`src/rtl/io_slave_pkg.sv`:
```
package io_slave_pkg;
  localparam int unsigned LIMIT_CYC = 10;

  // Odd parity: the stored bit makes the 9-bit word have an odd number of ones.
  function automatic logic odd_par(input logic [7:0] d);
    return ~(^d);
  endfunction

  function automatic logic in_win(input logic [19:0] a, input logic [19:0] base,
                                  input int unsigned size);
    return ({1'b0, a} >= {1'b0, base}) && ({1'b0, a} < ({1'b0, base} + 21'(size)));
  endfunction

  // Number of wait cycles actually inserted for a given access latency.
  function automatic int unsigned wait_cycles(input int unsigned lat);
    return (lat > LIMIT_CYC) ? LIMIT_CYC : lat;
  endfunction
endpackage

```
`src/rtl/io_addr_latch.sv`:
```
module io_addr_latch
  import io_slave_pkg::*;
#(
  parameter logic [19:0] BASE_ADDR = 20'h00300,
  parameter int unsigned WIN_SIZE  = 8,
  localparam int unsigned OFFW     = $clog2(WIN_SIZE)
) (
  input  logic            clk,
  input  logic            rst,
  input  logic            ale,
  input  logic            dma,
  input  logic [19:0]     addr,
  output logic            hit,
  output logic [OFFW-1:0] offset
);
  logic        ale_q, valid_q, dma_q;
  logic [19:0] addr_q;
  logic        ale_fall;

  assign ale_fall = ale_q & ~ale;

  always_ff @(posedge clk) begin
    if (rst) begin
      ale_q   <= 1'b0;
      valid_q <= 1'b0;
      dma_q   <= 1'b1;
      addr_q  <= '0;
    end else begin
      ale_q <= ale;
      if (ale_fall) begin
        addr_q  <= addr;
        dma_q   <= dma;
        valid_q <= 1'b1;
      end
    end
  end

  assign hit    = valid_q & ~dma_q & in_win(addr_q, BASE_ADDR, WIN_SIZE);
  assign offset = OFFW'(addr_q - BASE_ADDR);
endmodule

```
`src/rtl/io_wait_ctrl.sv`:
```
module io_wait_ctrl
  import io_slave_pkg::*;
#(
  parameter int unsigned LATENCY = 3
) (
  input  logic clk,
  input  logic rst,
  input  logic cmd,
  output logic rdy,
  output logic fire,
  output logic tmo_evt
);
  localparam int unsigned EFF  = wait_cycles(LATENCY);
  localparam bit          LONG = (LATENCY > LIMIT_CYC);
  localparam int unsigned CW   = $clog2(LIMIT_CYC + 1);

  logic acc_q;

  generate
    if (EFF == 0) begin : g_nowait
      assign rdy  = 1'b1;
      assign fire = cmd & ~acc_q;
      always_ff @(posedge clk) begin
        if (rst || !cmd) acc_q <= 1'b0;
        else if (fire)   acc_q <= 1'b1;
      end
    end else begin : g_wait
      logic [CW-1:0] cnt;
      logic          done_now;
      assign done_now = (cnt >= CW'(EFF));
      assign rdy      = ~(cmd & ~done_now);
      assign fire     = cmd & done_now & ~acc_q;
      always_ff @(posedge clk) begin
        if (rst || !cmd) begin
          cnt   <= '0;
          acc_q <= 1'b0;
        end else begin
          if (!done_now) cnt <= cnt + 1'b1;
          if (fire)      acc_q <= 1'b1;
        end
      end
    end
  endgenerate

  assign tmo_evt = fire & LONG;
endmodule

```
`src/rtl/io_regfile.sv`:
```
module io_regfile
  import io_slave_pkg::*;
#(
  parameter int unsigned DEPTH = 8,
  localparam int unsigned AW   = $clog2(DEPTH)
) (
  input  logic          clk,
  input  logic          rst,
  input  logic          we,
  input  logic          flip,
  input  logic [AW-1:0] idx,
  input  logic [7:0]    wdata,
  output logic [7:0]    rdata,
  output logic          par_ok
);
  logic [8:0] mem [DEPTH];

  always_ff @(posedge clk) begin
    if (rst) begin
      for (int i = 0; i < DEPTH; i++) mem[i] <= {odd_par(8'h00), 8'h00};
    end else if (we) begin
      mem[idx] <= {odd_par(wdata) ^ flip, wdata};
    end
  end

  assign rdata  = mem[idx][7:0];
  assign par_ok = ^mem[idx];
endmodule

```
`src/rtl/io_slave.sv`:
```
module io_slave
  import io_slave_pkg::*;
#(
  parameter logic [19:0] BASE_ADDR = 20'h00300,
  parameter int unsigned WIN_SIZE  = 8,
  parameter int unsigned LATENCY   = 3
) (
  input  logic        clk,
  input  logic        rst,
  input  logic [19:0] bus_addr,
  input  logic        addr_latch,
  input  logic        dma_en,
  input  logic        rd_n,
  input  logic        wr_n,
  input  logic [7:0]  data_in,
  input  logic        par_flip,
  input  logic        err_clr,
  output logic [7:0]  data_out,
  output logic        data_oe,
  output logic        rdy,
  output logic        chk_n,
  output logic        timeout
);
  localparam int unsigned OFFW = $clog2(WIN_SIZE);

  logic            hit_w, cmd_w, fire_w, tmo_w, we_w, rd_done_w, par_ok_w;
  logic [OFFW-1:0] off_w;
  logic [7:0]      rdata_w;
  logic            chk_q, tmo_q;

  io_addr_latch #(.BASE_ADDR(BASE_ADDR), .WIN_SIZE(WIN_SIZE)) u_latch (
    .clk(clk), .rst(rst), .ale(addr_latch), .dma(dma_en), .addr(bus_addr),
    .hit(hit_w), .offset(off_w)
  );

  assign cmd_w = hit_w & (~rd_n | ~wr_n);

  io_wait_ctrl #(.LATENCY(LATENCY)) u_wait (
    .clk(clk), .rst(rst), .cmd(cmd_w), .rdy(rdy), .fire(fire_w), .tmo_evt(tmo_w)
  );

  assign we_w      = fire_w & ~wr_n;
  assign rd_done_w = fire_w & ~rd_n & wr_n;

  io_regfile #(.DEPTH(WIN_SIZE)) u_regs (
    .clk(clk), .rst(rst), .we(we_w), .flip(par_flip), .idx(off_w),
    .wdata(data_in), .rdata(rdata_w), .par_ok(par_ok_w)
  );

  always_ff @(posedge clk) begin
    if (rst || err_clr) begin
      chk_q <= 1'b0;
      tmo_q <= 1'b0;
    end else begin
      if (rd_done_w && !par_ok_w) chk_q <= 1'b1;
      if (tmo_w)                  tmo_q <= 1'b1;
    end
  end

  assign data_oe  = hit_w & ~rd_n;
  assign data_out = data_oe ? rdata_w : 8'h00;
  assign chk_n    = ~chk_q;
  assign timeout  = tmo_q;
endmodule

```
`config.mk`:
```
export PLATFORM = sky130hd
export DESIGN_NAME = io_slave
export DESIGN_NICKNAME = d
export VERILOG_FILES = /design/src/rtl/io_slave_pkg.sv /design/src/rtl/io_addr_latch.sv /design/src/rtl/io_wait_ctrl.sv /design/src/rtl/io_regfile.sv /design/src/rtl/io_slave.sv
export SDC_FILE = /design/constraint.sdc
export NUM_CORES = 1
export LEC_CHECK = 0
export ABC_AREA = 1
export CELL_PAD_IN_SITES_DETAIL_PLACEMENT = 1
export CELL_PAD_IN_SITES_GLOBAL_PLACEMENT = 2
export CORE_UTILIZATION = 35
export CTS_BUF_LIST = sky130_fd_sc_hd__clkbuf_4
export CTS_CLUSTER_SIZE = 28
export DETAILED_ROUTE_END_ITERATION = 8
export DONT_BUFFER_PORTS = 1
export GPL_ROUTABILITY_DRIVEN = 0
export PLACE_DENSITY = 0.82
export SYNTH_ARGS = -nofsm -noshare
export SYNTH_HDL_FRONTEND = slang
export SYNTH_SLANG_ARGS = --single-unit
```
`constraint.sdc`:
```
create_clock -name clk -period 1.95 [get_ports clk]
set_input_delay 0.39 -clock clk [delete_from_list [all_inputs] [get_ports clk]]
set_output_delay 0.39 -clock clk [all_outputs]
set_load 0.1 [all_outputs]
```
Word level (Yosys, flattened, before mapping)
Memory sizes are Yosys's and may differ from the RTL's.
Index checks and enable logic that the tools add are counted.

storage, ports and cells
  register bits = 29
  bits in writable memories = 72
  word-level logic and storage cells = 53
  memories kept = 1

cells by class
  add/subtract/negate cells = 2
  $lt $le $gt $ge = 3
  multiplexer cells = 9
  bitwise operators = 22
  reduce and logical (&&, ||, !) cells = 9

memories
  name        depth  bits a word  read ports  clocked after memory_dff  wr ports  line              source
  u_regs.mem  8      9            1           0                         8         io_regfile.sv:16  logic [8:0] mem [DEPTH];

operator list
  cell                                                                 count
  greater-or-equal comparator 20 x 10 -> 1 bit, second input constant  1
  less-than comparator 20 x 10 -> 1 bit, second input constant         1
  bitwise AND 1 bit                                                    11
  2-to-1 mux 9 bit                                                     1
  NOT 1 bit                                                            9
  OR reduction 9 bit                                                   1
  XOR reduction 9 bit                                                  1
  2-to-1 mux 8 bit                                                     1
  XOR reduction 8 bit                                                  1
  2-to-1 mux 1 bit                                                     6
  adder 4 x 1 -> 4 bit, second input constant                          1
  greater-or-equal comparator 4 x 2 -> 1 bit, second input constant    1
  2-to-1 mux 3 bit                                                     1
  subtractor 3 x 1 -> 3 bit, second input constant                     1
  logical AND 1 bit                                                    2
  zero test 1 bit                                                      2
  logical OR 1 bit                                                     2
  OR 1 bit                                                             1
  bitwise XOR 1 bit                                                    1

Depth between registers and ports, before layout
  word-level depth = 12
  mapped depth = 18
  depth with buffers taken out = 16

Modules after synthesis
From an unflattened synthesis, not the netlist that was laid out.

second synthesis, totals
  cells, all modules = 622
  area, all modules = 5036.1 sq um

by module, submodules not included
  module         times used  cells an instance  area an instance (sq um)  seq. area each (sq um)
  io_regfile     1           437                3696.0                    2162.1
  io_addr_latch  1           118                909.6                     460.4
  io_wait_ctrl   1           34                 234.0                     100.1
  io_slave       1           33                 196.4                     40.0

Worst setup path before layout
Ideal clock, no wire load.

  kind = reg2out
  from = register u_latch.addr_q[10]
  to = output data_out[0]
  arrival = 3.809 ns
  data required time = 1.560 ns
  slack = -2.249 ns
  cell stages (with the launch flop) = 8
  buffers on the path = 0
  cells stage by stage = dfxtp_1 -> nor2_2 -> nand2_1 -> nor3_1 -> nand4_1 -> nor2_1 -> inv_1 -> nor2_1

on the way
  word-level cells in the longest chain between the ends = 5
  elaborated cells between the ends (all ways) = 6
  those cells by class = order compare (2); mux (1); bitwise (2); reduce/logical (1)

ends and longest elaborated chain
  element                                                                                                       line                 source
  from (decl)                                                                                                   io_addr_latch.sv:17  logic [19:0] addr_q;
  from (signal assigned)                                                                                        io_addr_latch.sv:31  addr_q <= addr;
  greater-or-equal comparator 20 x 10 -> 1 bit / less-than comparator 20 x 10 -> 1 bit (equally long branches)  io_slave_pkg.sv:11   return ({1'b0, a} >= {1'b0, base}) && ({1'b0, a} < ({1'b0, base} + 21'(size)));
  logical AND 1 bit (*)                                                                                         io_slave_pkg.sv:11
  bitwise AND 1 bit (*)                                                                                         io_addr_latch.sv:38  assign hit = valid_q & ~dma_q & in_win(addr_q, BASE_ADDR, WIN_SIZE);
  bitwise AND 1 bit (*)                                                                                         io_slave.sv:60       assign data_oe = hit_w & ~rd_n;
  net data_oe                                                                                                   io_slave.sv:19       output logic data_oe,
  2-to-1 mux 8 bit (*)                                                                                          io_slave.sv:61       assign data_out = data_oe ? rdata_w : 8'h00;
  to (decl)                                                                                                     io_slave.sv:18       output logic [7:0] data_out,

The timed path passes the listed nets; every way through them passes the cells marked *.

Final worst setup path
  from = register u_latch.addr_q[5]
  to = output data_out[2]

on the way
  word-level cells in the longest chain between the ends = 5
  elaborated cells between the ends (all ways) = 6
  those cells by class = order compare (2); mux (1); bitwise (2); reduce/logical (1)

ends and longest elaborated chain
  element                                                                                                       line
  greater-or-equal comparator 20 x 10 -> 1 bit / less-than comparator 20 x 10 -> 1 bit (equally long branches)  io_slave_pkg.sv:11
  logical AND 1 bit (*)                                                                                         io_slave_pkg.sv:11
  bitwise AND 1 bit (*)                                                                                         io_addr_latch.sv:38
  bitwise AND 1 bit (*)                                                                                         io_slave.sv:60
  2-to-1 mux 8 bit (*)                                                                                          io_slave.sv:61

Every way passes the cells marked *; elsewhere a longest branch is shown, timed or not.

==> results.py <==
metrics = {
    "run_status": {
        "status": "finished with violations",
        "failed_checks": "negative setup slack",
    },
    "sta": {
        "worst_pin_slew_ps": 1208,
        "fin_crit_sh": 1.283,
        "setup_ws_ps": -551.8,
        "hold_viol": 0,
        "relSlewSlack": 0.1890,
        "slew_violations": 0,
        "max_freq_mhz": 399.7,
        "tns_ps": -38510,
        "setup_violations": 154,
        "period_needed_ps": 2502,
        "fin_hold_ws_ps": 68.44,
        "grt_setup_unrepaired": "true",
        "clock_skew_ps": 32.91,
    },
    "clock_network": {
        "h-tree-depth": 3,
        "cts_inserted_buffers": 9,
        "cts_tree": "done",
        "cts_sinks": 104,
        "path_clk_slew_ps": 190,
        "cts.path.max_buffers": 2,
        "root_buffer": "clkbuf_4",
        "insertion_delay_ps": 500,
    },
    "placement": {
        "dp_hpwl_mm": 11.38,
        "io_buffers": 0,
    },
    "global_routing": {
        "antenna_found_initial": 0,
        "grt_max_degree": 31,
        "grt_first_pass_wirelength_mm": 25.16,
        "grt_pass1_vias": 4668,
        "grtUsageTotal": 0.2264,
        "overflow": 0,
    },
    "power_and_ir_drop": {
        "power.density_nw_per_um2": 619.5,
        "power_mw": 4.629,
        "power_leakage_nw": 3.071,
        "irDropWorstVdd_mv": 0.3930,
    },
    "synth": {
        "syn_area_per_cell_um2": 7.841,
        "synthFlopType": "edfxtp_1",
        "ys.warnings.count": 0,
        "synth_area_um2": 5167,
        "ys_types": 27,
        "synthArstFlopShare": 0,
        "ys_ff_latch": 104,
        "yosysSeqAreaShare": 0.5424,
        "synth_most_common_cell": "nand2_1",
        "synth_top_area_cell": "edfxtp_1",
        "synth_top_area_share": 0.4184,
        "synth_top_cells_by_area": "edfxtp_1 42%, nand2_1 13%, dfxtp_1 12%",
        "synth_cells": 659,
        "synth_nets": 696,
        "synthTopCellsByCount": "175 x nand2_1, 147 x nor2_1, 88 x inv_1",
        "synth_edf_count": 72,
    },
    "drt": {
        "postRouteAntennaNets": 0,
        "drc_errors": 0,
        "dr.pass1.iters": 4,
        "wl_mm": 17.32,
        "wl_per_cell_um": 18.82,
        "drt-initial-drc-count": 215,
        "vias": 4531,
        "via_per_inst": 4.925,
    },
    "die": {
        "rows": 44,
        "die-width_um": 123.5,
        "die_height_um": 123.5,
        "ioPinCount": 48,
        "die_area_um2": 15250,
        "start_util": 0.3569,
        "core_area_um2": 14480,
    },
    "final_layout": {
        "diodes": 0,
        "nets": 768,
        "drive_above_1_share": 0.3601,
        "fin_util": 0.5162,
        "areaGrowthSynthToFinish_pct": 44.62,
    },
    "worst_setup_path": {
        "worstSetupPathType": "reg2out",
        "start_kind": "flop",
        "critical-path-top-delay-family": "buffers and inverters",
        "critPathSlowestCell": "dfxtp_1",
        "critPathArrivalTime_ps": 2110,
        "worst-path-buf-inv": 5,
        "cp.depth": 10,
        "r2r_cells": 13,
        "path_max_fanout": 8,
        "cp.required_ps": 1560,
        "cp_slowest_stage_delay_ps": 340,
        "crit_path_cell_trace": "inv_1 > nand2_2 > nor3_2 > nand4_1 > buf_4 > nor2_4 > inv_2 > buf_12 > nor2_4 > buf_12",
        "end_kind": "primary output",
    },
    "hold_path": {
        "worstHoldPathCells": 2,
        "hold_class": "in2reg",
    },
    "run": {
        "cap_violations": 0,
    },
}
[what timing repair did]
action,CTS,global route
endpoints found under the setup margin,154,156
hold buffers,3,1
pin swaps,6,18
resized for setup,149,131
cloned,8,1
hold endpoints to repair,3,1
setup buffers,16,9
[sequential cells by signal, indices dropped and copies added, names as in the netlist, named ones only]
signal	count
u_regs.mem	72
u_latch.addr_q	20
u_wait.g_wait.cnt	4
chk_q	1
u_latch.ale_q	1
u_latch.dma_q	1
u_latch.valid_q	1
u_wait.acc_q	1
[area by class of cell]
class | count | area, um2
clock buffers | 9 | 67.56
clock inverters | 7 | 85.08
fillers | 1639 | 7005
inverters | 100 | 385.4
multi-input cells | 432 | 2703
flip-flops and latches | 104 | 2815
well taps | 184 | 230.2
repair buffers | 84 | 1187
[power breakdown]
group	internal (mW)	leakage [nW]	switching [mW]
clock network	0.419	0.0834	0.807
registers	2.46	0.953	0.0522
logic	0.325	2.03	0.570
[logic make-up after synthesis]
| logic type | Yosys count | synth area share |
|---|---|---|
| and+or+nand+nor | 383 | 0.3010 |
| buffers and inverters | 123 | 0.09879 |
| DFF | 104 | 0.5424 |
| AOI/OAI and AO/OA | 38 | 0.03947 |
| xor gates and xnor gates | 9 | 0.01526 |
| adders and majority gates | 1 | 0.002421 |
| other | 1 | 0.0007257 |
[cells in the final DEF, fill, tap and decap left out, drive strengths merged]
| master | synthesis | layout |
|---|---|---|
| nand2 | 180 | 180 |
| nor2 | 148 | 148 |
| inv | 99 | 103 |
| buf | 16 | 79 |
| edfxtp | 72 | 72 |
| nand3 | 45 | 45 |
| dfxtp | 32 | 32 |
| o21ai | 24 | 24 |
| a21oi | 12 | 12 |
| clkbuf | 7 | 10 |
| xnor2 | 7 | 7 |
| nand4 | 5 | 5 |
| dlygate4sd3 | 0 | 4 |
| nor3 | 3 | 3 |
| clkinv | 1 | 3 |
| xor2 | 2 | 2 |
| a32o | 2 | 2 |
| nor4 | 1 | 1 |
| or2 | 1 | 1 |
| ha | 1 | 1 |
| conb | 1 | 1 |
| bufinv | 0 | 1 |
[through the flow]
step	area, um2	std cells	setup slack [ps]
after floorplan	5235	659	-815.9
after global placement	6042	881	-70.79
after detailed placement	6042	881	-270.9
after CTS	7033	921	-539.1
after global routing	7473	920	-661.8
final	7473	920	-551.8
[path summary, 6_finish.rpt]
kind / slack, ps / to / startpoint
worst max-delay path: -550 / data_out[2] / u_latch.addr_q[5]$_SDFFE_PP0P_
worst min-delay path: 70 / u_latch.addr_q[14]$_SDFFE_PP0P_ / bus_addr[14]
worst max register to register: -320 / u_regs.mem[1][7]$_SDFFCE_PN0P_ / u_latch.addr_q[5]$_SDFFE_PP0P_
worst min register to register: 450 / u_wait.g_wait.cnt[3]$_SDFFE_PP0N_ / u_wait.g_wait.cnt[3]$_SDFFE_PP0N_
[routing by layer]
metal / global-route usage / wire, um / up-vias
li1: - / - / 2203
met1: 0.2866 / 7262 / 2215
met2: 0.3959 / 9189 / 95
met3: 0.03598 / 649 / 18
met4: 0.06627 / 216 / 0
met5: 0 / 0 / -
No activity file was read; power rests on OpenSTA's default activity.
